<file path="config.mk">
export PLATFORM = sky130hd
export DESIGN_NAME = mbx_cmd_writer
export DESIGN_NICKNAME = d
export VERILOG_FILES = /design/src/rtl/mbx_pkg.sv /design/src/rtl/mbx_settle_timer.sv /design/src/rtl/mbx_write_sequencer.sv /design/src/rtl/mbx_frame_packer.sv /design/src/rtl/mbx_cmd_writer.sv
export SDC_FILE = /design/constraint.sdc
export NUM_CORES = 1
export LEC_CHECK = 0
export ABC_CLOCK_PERIOD_IN_PS = 3500
export BUFFER_PORTS_ARGS = -buffer_cell sky130_fd_sc_hd__clkbuf_2
export CELL_PAD_IN_SITES_DETAIL_PLACEMENT = 1
export CELL_PAD_IN_SITES_GLOBAL_PLACEMENT = 1
export CORE_UTILIZATION = 44
export DETAILED_ROUTE_END_ITERATION = 7
export GPL_TIMING_DRIVEN = 0
export PLACE_DENSITY = 0.9
export SKIP_LAST_GASP = 1
export SLEW_MARGIN = 20
export SYNTH_ARGS = -nofsm -noshare
export SYNTH_HDL_FRONTEND = slang
export SYNTH_SLANG_ARGS = --single-unit
</file>
<file path="constraint.sdc">
create_clock -name clk -period 3.5 [get_ports clk]
set_input_delay 0.175 -clock clk [delete_from_list [all_inputs] [get_ports clk]]
set_output_delay 0.175 -clock clk [all_outputs]
set_load 0.05 [all_outputs]
</file>
<file path="src/rtl/mbx_pkg.sv">
package mbx_pkg;

  typedef enum logic [1:0] {
    PH_IDLE  = 2'd0,
    PH_WRITE = 2'd1,
    PH_WAIT  = 2'd2
  } phase_t;

  // burst selection to the 16-bit burst word
  function automatic logic [15:0] burst_word(input logic [1:0] sel);
    case (sel)
      2'd1:    return 16'h0000;
      2'd2:    return 16'h0001;
      default: return 16'hFFFF;
    endcase
  endfunction

  // first word index written for a frame of n words
  function automatic int first_index(input int n);
    return (n > 2) ? 2 : 1;
  endfunction

  // index written after idx: ascending payload, then word 1, then header
  function automatic int next_index(input int idx, input int n);
    if (idx >= 2 && idx < n - 1) return idx + 1;
    else if (idx >= 2)           return 1;
    else                         return 0;
  endfunction

  // pause length actually applied
  function automatic int settle_len(input int s);
    return (s < 1) ? 1 : s;
  endfunction

endpackage

</file>
<file path="src/rtl/mbx_settle_timer.sv">
module mbx_settle_timer #(
  parameter int CNT_W = 16
) (
  input  logic             clk,
  input  logic             rst_n,
  input  logic             load,
  input  logic [CNT_W-1:0] load_val,
  output logic             last
);
  logic [CNT_W-1:0] cnt_q;

  always_ff @(posedge clk or negedge rst_n) begin
    if (!rst_n) begin
      cnt_q <= '0;
    end else if (load) begin
      cnt_q <= (load_val == '0) ? CNT_W'(1) : load_val;
    end else if (cnt_q != '0) begin
      cnt_q <= cnt_q - CNT_W'(1);
    end
  end

  assign last = (cnt_q == CNT_W'(1));

endmodule

</file>
<file path="src/rtl/mbx_write_sequencer.sv">
module mbx_write_sequencer
  import mbx_pkg::*;
#(
  parameter int IDX_W = 5
) (
  input  logic           clk,
  input  logic           rst_n,
  input  logic           start,
  input  logic [IDX_W:0] nwords,
  input  logic           tmr_last,
  output logic           accept,
  output logic           busy,
  output logic           wr_en,
  output logic [IDX_W-1:0] idx,
  output logic [IDX_W-1:0] prev_idx
);
  phase_t           phase_q;
  logic [IDX_W-1:0] idx_q;
  logic [IDX_W-1:0] prev_q;
  logic [IDX_W:0]   nw_q;

  assign accept   = start && (phase_q == PH_IDLE);
  assign busy     = (phase_q != PH_IDLE);
  assign wr_en    = (phase_q == PH_WRITE);
  assign idx      = idx_q;
  assign prev_idx = prev_q;

  always_ff @(posedge clk or negedge rst_n) begin
    if (!rst_n) begin
      phase_q <= PH_IDLE;
      idx_q   <= '0;
      prev_q  <= '0;
      nw_q    <= '0;
    end else begin
      case (phase_q)
        PH_IDLE: begin
          if (start) begin
            phase_q <= PH_WRITE;
            nw_q    <= nwords;
            idx_q   <= IDX_W'(first_index(int'(nwords)));
          end
        end
        PH_WRITE: begin
          phase_q <= PH_WAIT;
          prev_q  <= idx_q;
        end
        PH_WAIT: begin
          if (tmr_last) begin
            if (idx_q == '0) begin
              phase_q <= PH_IDLE;
            end else begin
              phase_q <= PH_WRITE;
              idx_q   <= IDX_W'(next_index(int'(idx_q), int'(nw_q)));
            end
          end
        end
        default: phase_q <= PH_IDLE;
      endcase
    end
  end

  // a strobe never lasts two cycles
  assert_write_gap_R8: assert property (@(posedge clk) disable iff (!rst_n)
    wr_en |=> !wr_en);

  // accepted start leads to busy and the first write next cycle
  assert_first_write_R9: assert property (@(posedge clk) disable iff (!rst_n)
    accept |=> (busy && wr_en));

  // header write directly follows the word-1 write
  assert_header_last_R2: assert property (@(posedge clk) disable iff (!rst_n)
    (wr_en && idx == '0) |-> (prev_idx == IDX_W'(1)));

  // payload words go out in ascending order
  assert_ascending_R1: assert property (@(posedge clk) disable iff (!rst_n)
    (wr_en && idx > IDX_W'(2)) |-> (prev_idx == idx - IDX_W'(1)));

endmodule

</file>
<file path="src/rtl/mbx_frame_packer.sv">
module mbx_frame_packer
  import mbx_pkg::*;
#(
  parameter int         MAX_PAYLOAD = 10,
  parameter int         LEN_W       = 8,
  parameter int         IDX_W       = 5,
  parameter logic [7:0] TONE_ON_OP  = 8'h01,
  parameter logic [7:0] TONE_OFF_OP = 8'h02
) (
  input  logic                     kind_tone,
  input  logic [7:0]               cmd_type,
  input  logic [7:0]               opcode,
  input  logic                     tone_on,
  input  logic [LEN_W-1:0]         len,
  input  logic [MAX_PAYLOAD*8-1:0] bytes,
  input  logic [1:0]               burst_sel,
  input  logic [IDX_W-1:0]         idx,
  output logic [15:0]              word
);
  logic [LEN_W-1:0] clen;
  logic [15:0]      pay_word [MAX_PAYLOAD];

  assign clen = (len > LEN_W'(MAX_PAYLOAD)) ? LEN_W'(MAX_PAYLOAD) : len;

  for (genvar g = 0; g < MAX_PAYLOAD; g++) begin : g_pay
    assign pay_word[g] = (LEN_W'(g) < clen) ? {8'h00, bytes[g*8 +: 8]} : 16'h0000;
  end

  always_comb begin
    word = 16'h0000;
    if (kind_tone) begin
      if (idx == '0) word = {cmd_type, tone_on ? TONE_ON_OP : TONE_OFF_OP};
    end else begin
      if (idx == IDX_W'(0))      word = {cmd_type, opcode};
      else if (idx == IDX_W'(1)) word = 16'(clen) + 16'd2;
      else if (idx == IDX_W'(2)) word = 16'(clen);
      else if (idx == IDX_W'(3)) word = burst_word(burst_sel);
      for (int i = 0; i < MAX_PAYLOAD; i++) begin
        if (idx == IDX_W'(i + 4)) word = pay_word[i];
      end
    end
  end

endmodule

</file>
<file path="src/rtl/mbx_cmd_writer.sv">
module mbx_cmd_writer
  import mbx_pkg::*;
#(
  parameter int         FRAME_WORDS = 18,
  parameter int         MAX_PAYLOAD = 10,
  parameter int         LEN_W       = 8,
  parameter int         CNT_W       = 16,
  parameter logic [7:0] TONE_ON_OP  = 8'h01,
  parameter logic [7:0] TONE_OFF_OP = 8'h02
) (
  input  logic                     clk,
  input  logic                     rst_n,
  input  logic                     start,
  input  logic                     frame_kind,
  input  logic [7:0]               cmd_type,
  input  logic [7:0]               opcode,
  input  logic                     tone_on,
  input  logic [LEN_W-1:0]         msg_len,
  input  logic [MAX_PAYLOAD*8-1:0] msg_bytes,
  input  logic [1:0]               burst_sel,
  input  logic [CNT_W-1:0]         settle_cycles,
  output logic                     busy,
  output logic                     wr_en,
  output logic [$clog2(FRAME_WORDS):0] wr_addr,
  output logic [15:0]              wr_data
);
  localparam int IDX_W = $clog2(FRAME_WORDS);

  logic                     lat_kind;
  logic [7:0]               lat_type;
  logic [7:0]               lat_op;
  logic                     lat_tone_on;
  logic [LEN_W-1:0]         lat_len;
  logic [MAX_PAYLOAD*8-1:0] lat_bytes;
  logic [1:0]               lat_burst;
  logic [CNT_W-1:0]         lat_settle;

  logic                     accept;
  logic                     tmr_last;
  logic [IDX_W-1:0]         cur_idx;
  logic [IDX_W-1:0]         prev_idx;
  logic [IDX_W:0]           frame_len;

  assign frame_len = frame_kind ? (IDX_W+1)'(2) : (IDX_W+1)'(FRAME_WORDS);

  always_ff @(posedge clk or negedge rst_n) begin
    if (!rst_n) begin
      lat_kind    <= 1'b0;
      lat_type    <= '0;
      lat_op      <= '0;
      lat_tone_on <= 1'b0;
      lat_len     <= '0;
      lat_bytes   <= '0;
      lat_burst   <= '0;
      lat_settle  <= '0;
    end else if (accept) begin
      lat_kind    <= frame_kind;
      lat_type    <= cmd_type;
      lat_op      <= opcode;
      lat_tone_on <= tone_on;
      lat_len     <= msg_len;
      lat_bytes   <= msg_bytes;
      lat_burst   <= burst_sel;
      lat_settle  <= settle_cycles;
    end
  end

  mbx_write_sequencer #(.IDX_W(IDX_W)) u_seq (
    .clk      (clk),
    .rst_n    (rst_n),
    .start    (start),
    .nwords   (frame_len),
    .tmr_last (tmr_last),
    .accept   (accept),
    .busy     (busy),
    .wr_en    (wr_en),
    .idx      (cur_idx),
    .prev_idx (prev_idx)
  );

  mbx_settle_timer #(.CNT_W(CNT_W)) u_tmr (
    .clk      (clk),
    .rst_n    (rst_n),
    .load     (wr_en),
    .load_val (lat_settle),
    .last     (tmr_last)
  );

  mbx_frame_packer #(
    .MAX_PAYLOAD (MAX_PAYLOAD),
    .LEN_W       (LEN_W),
    .IDX_W       (IDX_W),
    .TONE_ON_OP  (TONE_ON_OP),
    .TONE_OFF_OP (TONE_OFF_OP)
  ) u_pack (
    .kind_tone (lat_kind),
    .cmd_type  (lat_type),
    .opcode    (lat_op),
    .tone_on   (lat_tone_on),
    .len       (lat_len),
    .bytes     (lat_bytes),
    .burst_sel (lat_burst),
    .idx       (cur_idx),
    .word      (wr_data)
  );

  assign wr_addr = {cur_idx, 1'b0};

  // captured frame inputs hold for the whole frame
  assert_fields_held_R10: assert property (@(posedge clk) disable iff (!rst_n)
    busy |=> ($stable(lat_bytes) && $stable(lat_len) && $stable(lat_kind) && $stable(lat_settle)));

  // no write strobe outside a frame
  assert_no_idle_write_R9: assert property (@(posedge clk) disable iff (!rst_n)
    wr_en |-> busy);

endmodule

</file>
==> flow_metrics.py <==
metrics = {
    "run_status": {
        "outcome": "complete, but fails checks",
        "violations": "setup timing",
    },
    "timing": {
        "period_minus_slack_ps": 3660,
        "report.final.slew_viol_count": 0,
        "tightestPinTransition_ps": 831,
        "setup_ws_ps": -160,
        "hold_viol": 0,
        "maxSlewHeadroom_pct": 44.6,
        "max_clock_freq_mhz": 273,
        "fin_crit_sh_pct": 105,
        "skew_ps": 16.6,
        "rsz0062_at_grt": "true",
        "setup_viol": 6,
        "hold_ws_ps": 1.84,
    },
    "floorplan": {
        "die-area_um2": 18500,
        "die-height_um": 136,
        "core_area_um2": 17400,
        "fp.dieW_um": 136,
        "rows": 48,
        "pin_count": 151,
        "initial_core_util_pct": 45.4,
    },
    "clock_tree": {
        "clock_path_buffers": 2,
        "h-tree-depth": 4,
        "clock_sinks": 149,
        "cts_tree": "built",
        "clk_pin_slew_worst_paths_ps": 80,
        "clkLatencyLatePin_ps": 450,
        "cts-buffers-inserted": 17,
        "clockRootBuffer": "clkbuf_16",
    },
    "logic_synthesis": {
        "synth_nets": 879,
        "syn-cell-area_um2": 7910,
        "synth_top_cell_area_share_pct": 47.1,
        "synth_enable_flop_cells": 0,
        "synth_common_cells": "dfrtp_1, mux2_2, nand2_1",
        "ys_top_cells_by_area": "dfrtp_1, mux2_2, a21oi_1, nand2_1, o21ai_0",
        "synth_warnings": 0,
        "yosysMostFrequentCell": "dfrtp_1",
        "synth_top_cell_by_area": "dfrtp_1",
        "synth.avg_cell_area_um2": 10.7,
        "synth_seq_cells": 149,
        "ys_seq_area_share_pct": 47.1,
        "dominantRegCellSynth": "dfrtp_1",
        "ys_async_sr_fraction_pct": 100,
        "synthCells": 739,
        "ys_types": 77,
    },
    "routing": {
        "drt_iter0_markers": 884,
        "routed_via_density": 6.43,
        "firstDrtPassIters": 6,
        "vias": 8158,
        "drc": 0,
        "drtAntennaViolNets": 0,
        "wl_per_cell_um": 27.7,
        "drt-total-wl_um": 35200,
    },
    "critical_path": {
        "cp_cell_sequence": "clkbuf_4 > inv_1 > nand2_2 > nor2_1 > ha_1 > o311a_1 > a21oi_2 > a2111oi_4 > a221oi_1 > a31oi_1 > buf_4",
        "worstSetupStartpointType": "flip-flop",
        "cp_slowest_cell": "dfrtp_1",
        "cp_data_required_time_ps": 3320,
        "max_stage_delay_ps": 480,
        "r2r_slack_ps": 460,
        "critPathArrivalTime_ps": 3480,
        "crit_fanout": 10,
        "endpoint_kind": "output port",
        "crit_type": "reg -> out",
    },
    "layout": {
        "instances_no_fill": 1268,
        "area_growth_pct": 40.4,
        "final_core_util_pct": 63.8,
        "fillers": 1841,
        "drive_gt1_share_pct": 37.1,
        "final_nets": 1167,
    },
    "power_and_ir_drop": {
        "p_int_mw": 5.63,
        "p_sw_mw": 4.84,
        "ir_drop_v": 0.000810,
        "seq_power_share_pct": 33.3,
        "power.density_nw_per_um2": 943,
        "clockPowerShare_pct": 18.9,
        "combPwrFrac_pct": 47.9,
        "switching_share_pct": 46.2,
        "leakage_nw": 4.77,
    },
    "flow_run": {
        "max_cap_viol_count": 0,
    },
    "place": {
        "place.gp.congestion": 0.902,
        "place_ws_ps": -814,
        "portBuffers": 149,
        "dpl.cell_count": 1114,
        "dp_hpwl_um": 19000,
    },
    "global_routing": {
        "track_usage_pct": 37.5,
        "grt_pass1_vias": 8646,
        "grt_max_degree": 86,
        "antenna_found_initial": 2,
        "grt_pass1_wl_um": 50900,
        "grt-ovfl-total": 0,
    },
    "min_path": {
        "min_path_type": "in -> reg",
    },
}
-- cell type report --
type                       count  area (µm²)  area share (%)
sequential                   149        3730            33.6
antenna                        3        7.51          0.0676
clock buffer                  17         425            3.83
inverter                      15        56.3           0.507
tap                          225         282            2.53
multi-input combinational    526        4180            37.6
buffer                        47         238            2.14
clock inverter                15         185            1.67
timing repair buffer         271        2000            18.0
-- path summary, 6_finish.rpt --
kind	from	end	cells after the start
min in group asynchronous	rst_n	lat_bytes[10]	2
max reg2reg	u_seq.phase_q[0]	lat_type[2]	5
min reg2reg	lat_op[3]	lat_op[3]	1
max in group asynchronous	rst_n	lat_bytes[68]	3
min	settle_cycles[3]	lat_settle[3]	2
max	lat_len[3]	wr_data[3]	11
-- critical path, delay by kind of cell (launching register included) --
kind                       cells  cell delay [ps]
AOI/OAI and AO/OA              5             1370
buffers and inverters          3              670
DFF                            1              480
and+or+nand+nor                2              270
adders and majority gates      1              230
-- layout by cell type (no fill, tap or decap), types with 5 or more instances in the layout --
cell type	synthesis	final
a21o_1	6	6
inv_1	14	13
clkbuf_1	31	23
nand2_1	69	68
dfrtp_1	149	145
inv_6	0	5
nor4_4	3	5
o31ai_1	6	5
nor3_1	15	14
nand3_1	20	20
nor4_1	14	9
mux2_2	121	121
nand4bb_1	6	5
ha_1	13	10
a211o_1	5	5
or2_2	6	6
a31oi_1	7	5
a21oi_1	67	62
clkbuf_2	1	146
xnor2_1	11	11
buf_2	13	9
buf_4	1	11
o21ai_0	35	34
clkbuf_4	0	7
dlygate4sd3_1	0	116
nor2_1	24	24
clkbuf_16	0	17
a211oi_1	7	6
-- metal layers --
metal  track usage [%]  part of all wire, %
met5                 0                    0
met1              42.4                   36
met2              64.6                   49
met4              21.0                  6.8
met3              9.06                  7.9
-- power by group through the flow --
stage                     registers [mW]  logic [mW]  clock network, mW
final                               3.49        5.01               1.98
after global routing                3.53        5.20               2.02
after CTS                           3.33        4.46               1.94
after detailed placement            3.33        4.09                  0
after global placement              3.26        3.93                  0
after floorplan                     3.09        3.00                  0
-- through the flow --
stage | setup TNS, ps | area, µm² | power, mW
final | -402 | 11100 | 10.5
after global routing | -438 | 11100 | 10.8
after CTS | -24.5 | 10900 | 9.73
after detailed placement | -1130 | 8980 | 7.42
after global placement | -50180 | 8940 | 7.19
after floorplan | 0 | 7920 | 6.09
-- timing repair --
item,in CTS,in global routing
setup endpoints to repair,11,8
cloned,0,0
hold endpoints to repair,178,1
buffers inserted,2,3
hold buffers,115,1
pin swaps,2,3
gates resized for setup,38,52
-- kinds of logic (layout without fill, tap and decap cells) --
kind of cell,after synthesis,in the layout,share of synthesized area [%]
simple gates,198,198,14.0
compound gates,179,179,14.5
flops,149,149,47.1
mux,124,124,17.6
buf+inv,64,365,3.46
fa+ha+maj,13,13,2.06
xor+xnor,11,11,1.22
other cells,1,4,0.0474
-- sequential cells by signal, indices dropped and copies added, names as in the netlist --
register and flops:
lat_burst 2, lat_bytes 80, lat_kind 1, lat_len 8
lat_op 8, lat_settle 16, lat_tone_on 1, lat_type 8
u_seq.idx 5, u_seq.nw_q 2, u_seq.phase_q 2, u_tmr.cnt_q 16
No activity file was read; power rests on OpenSTA's default activity.
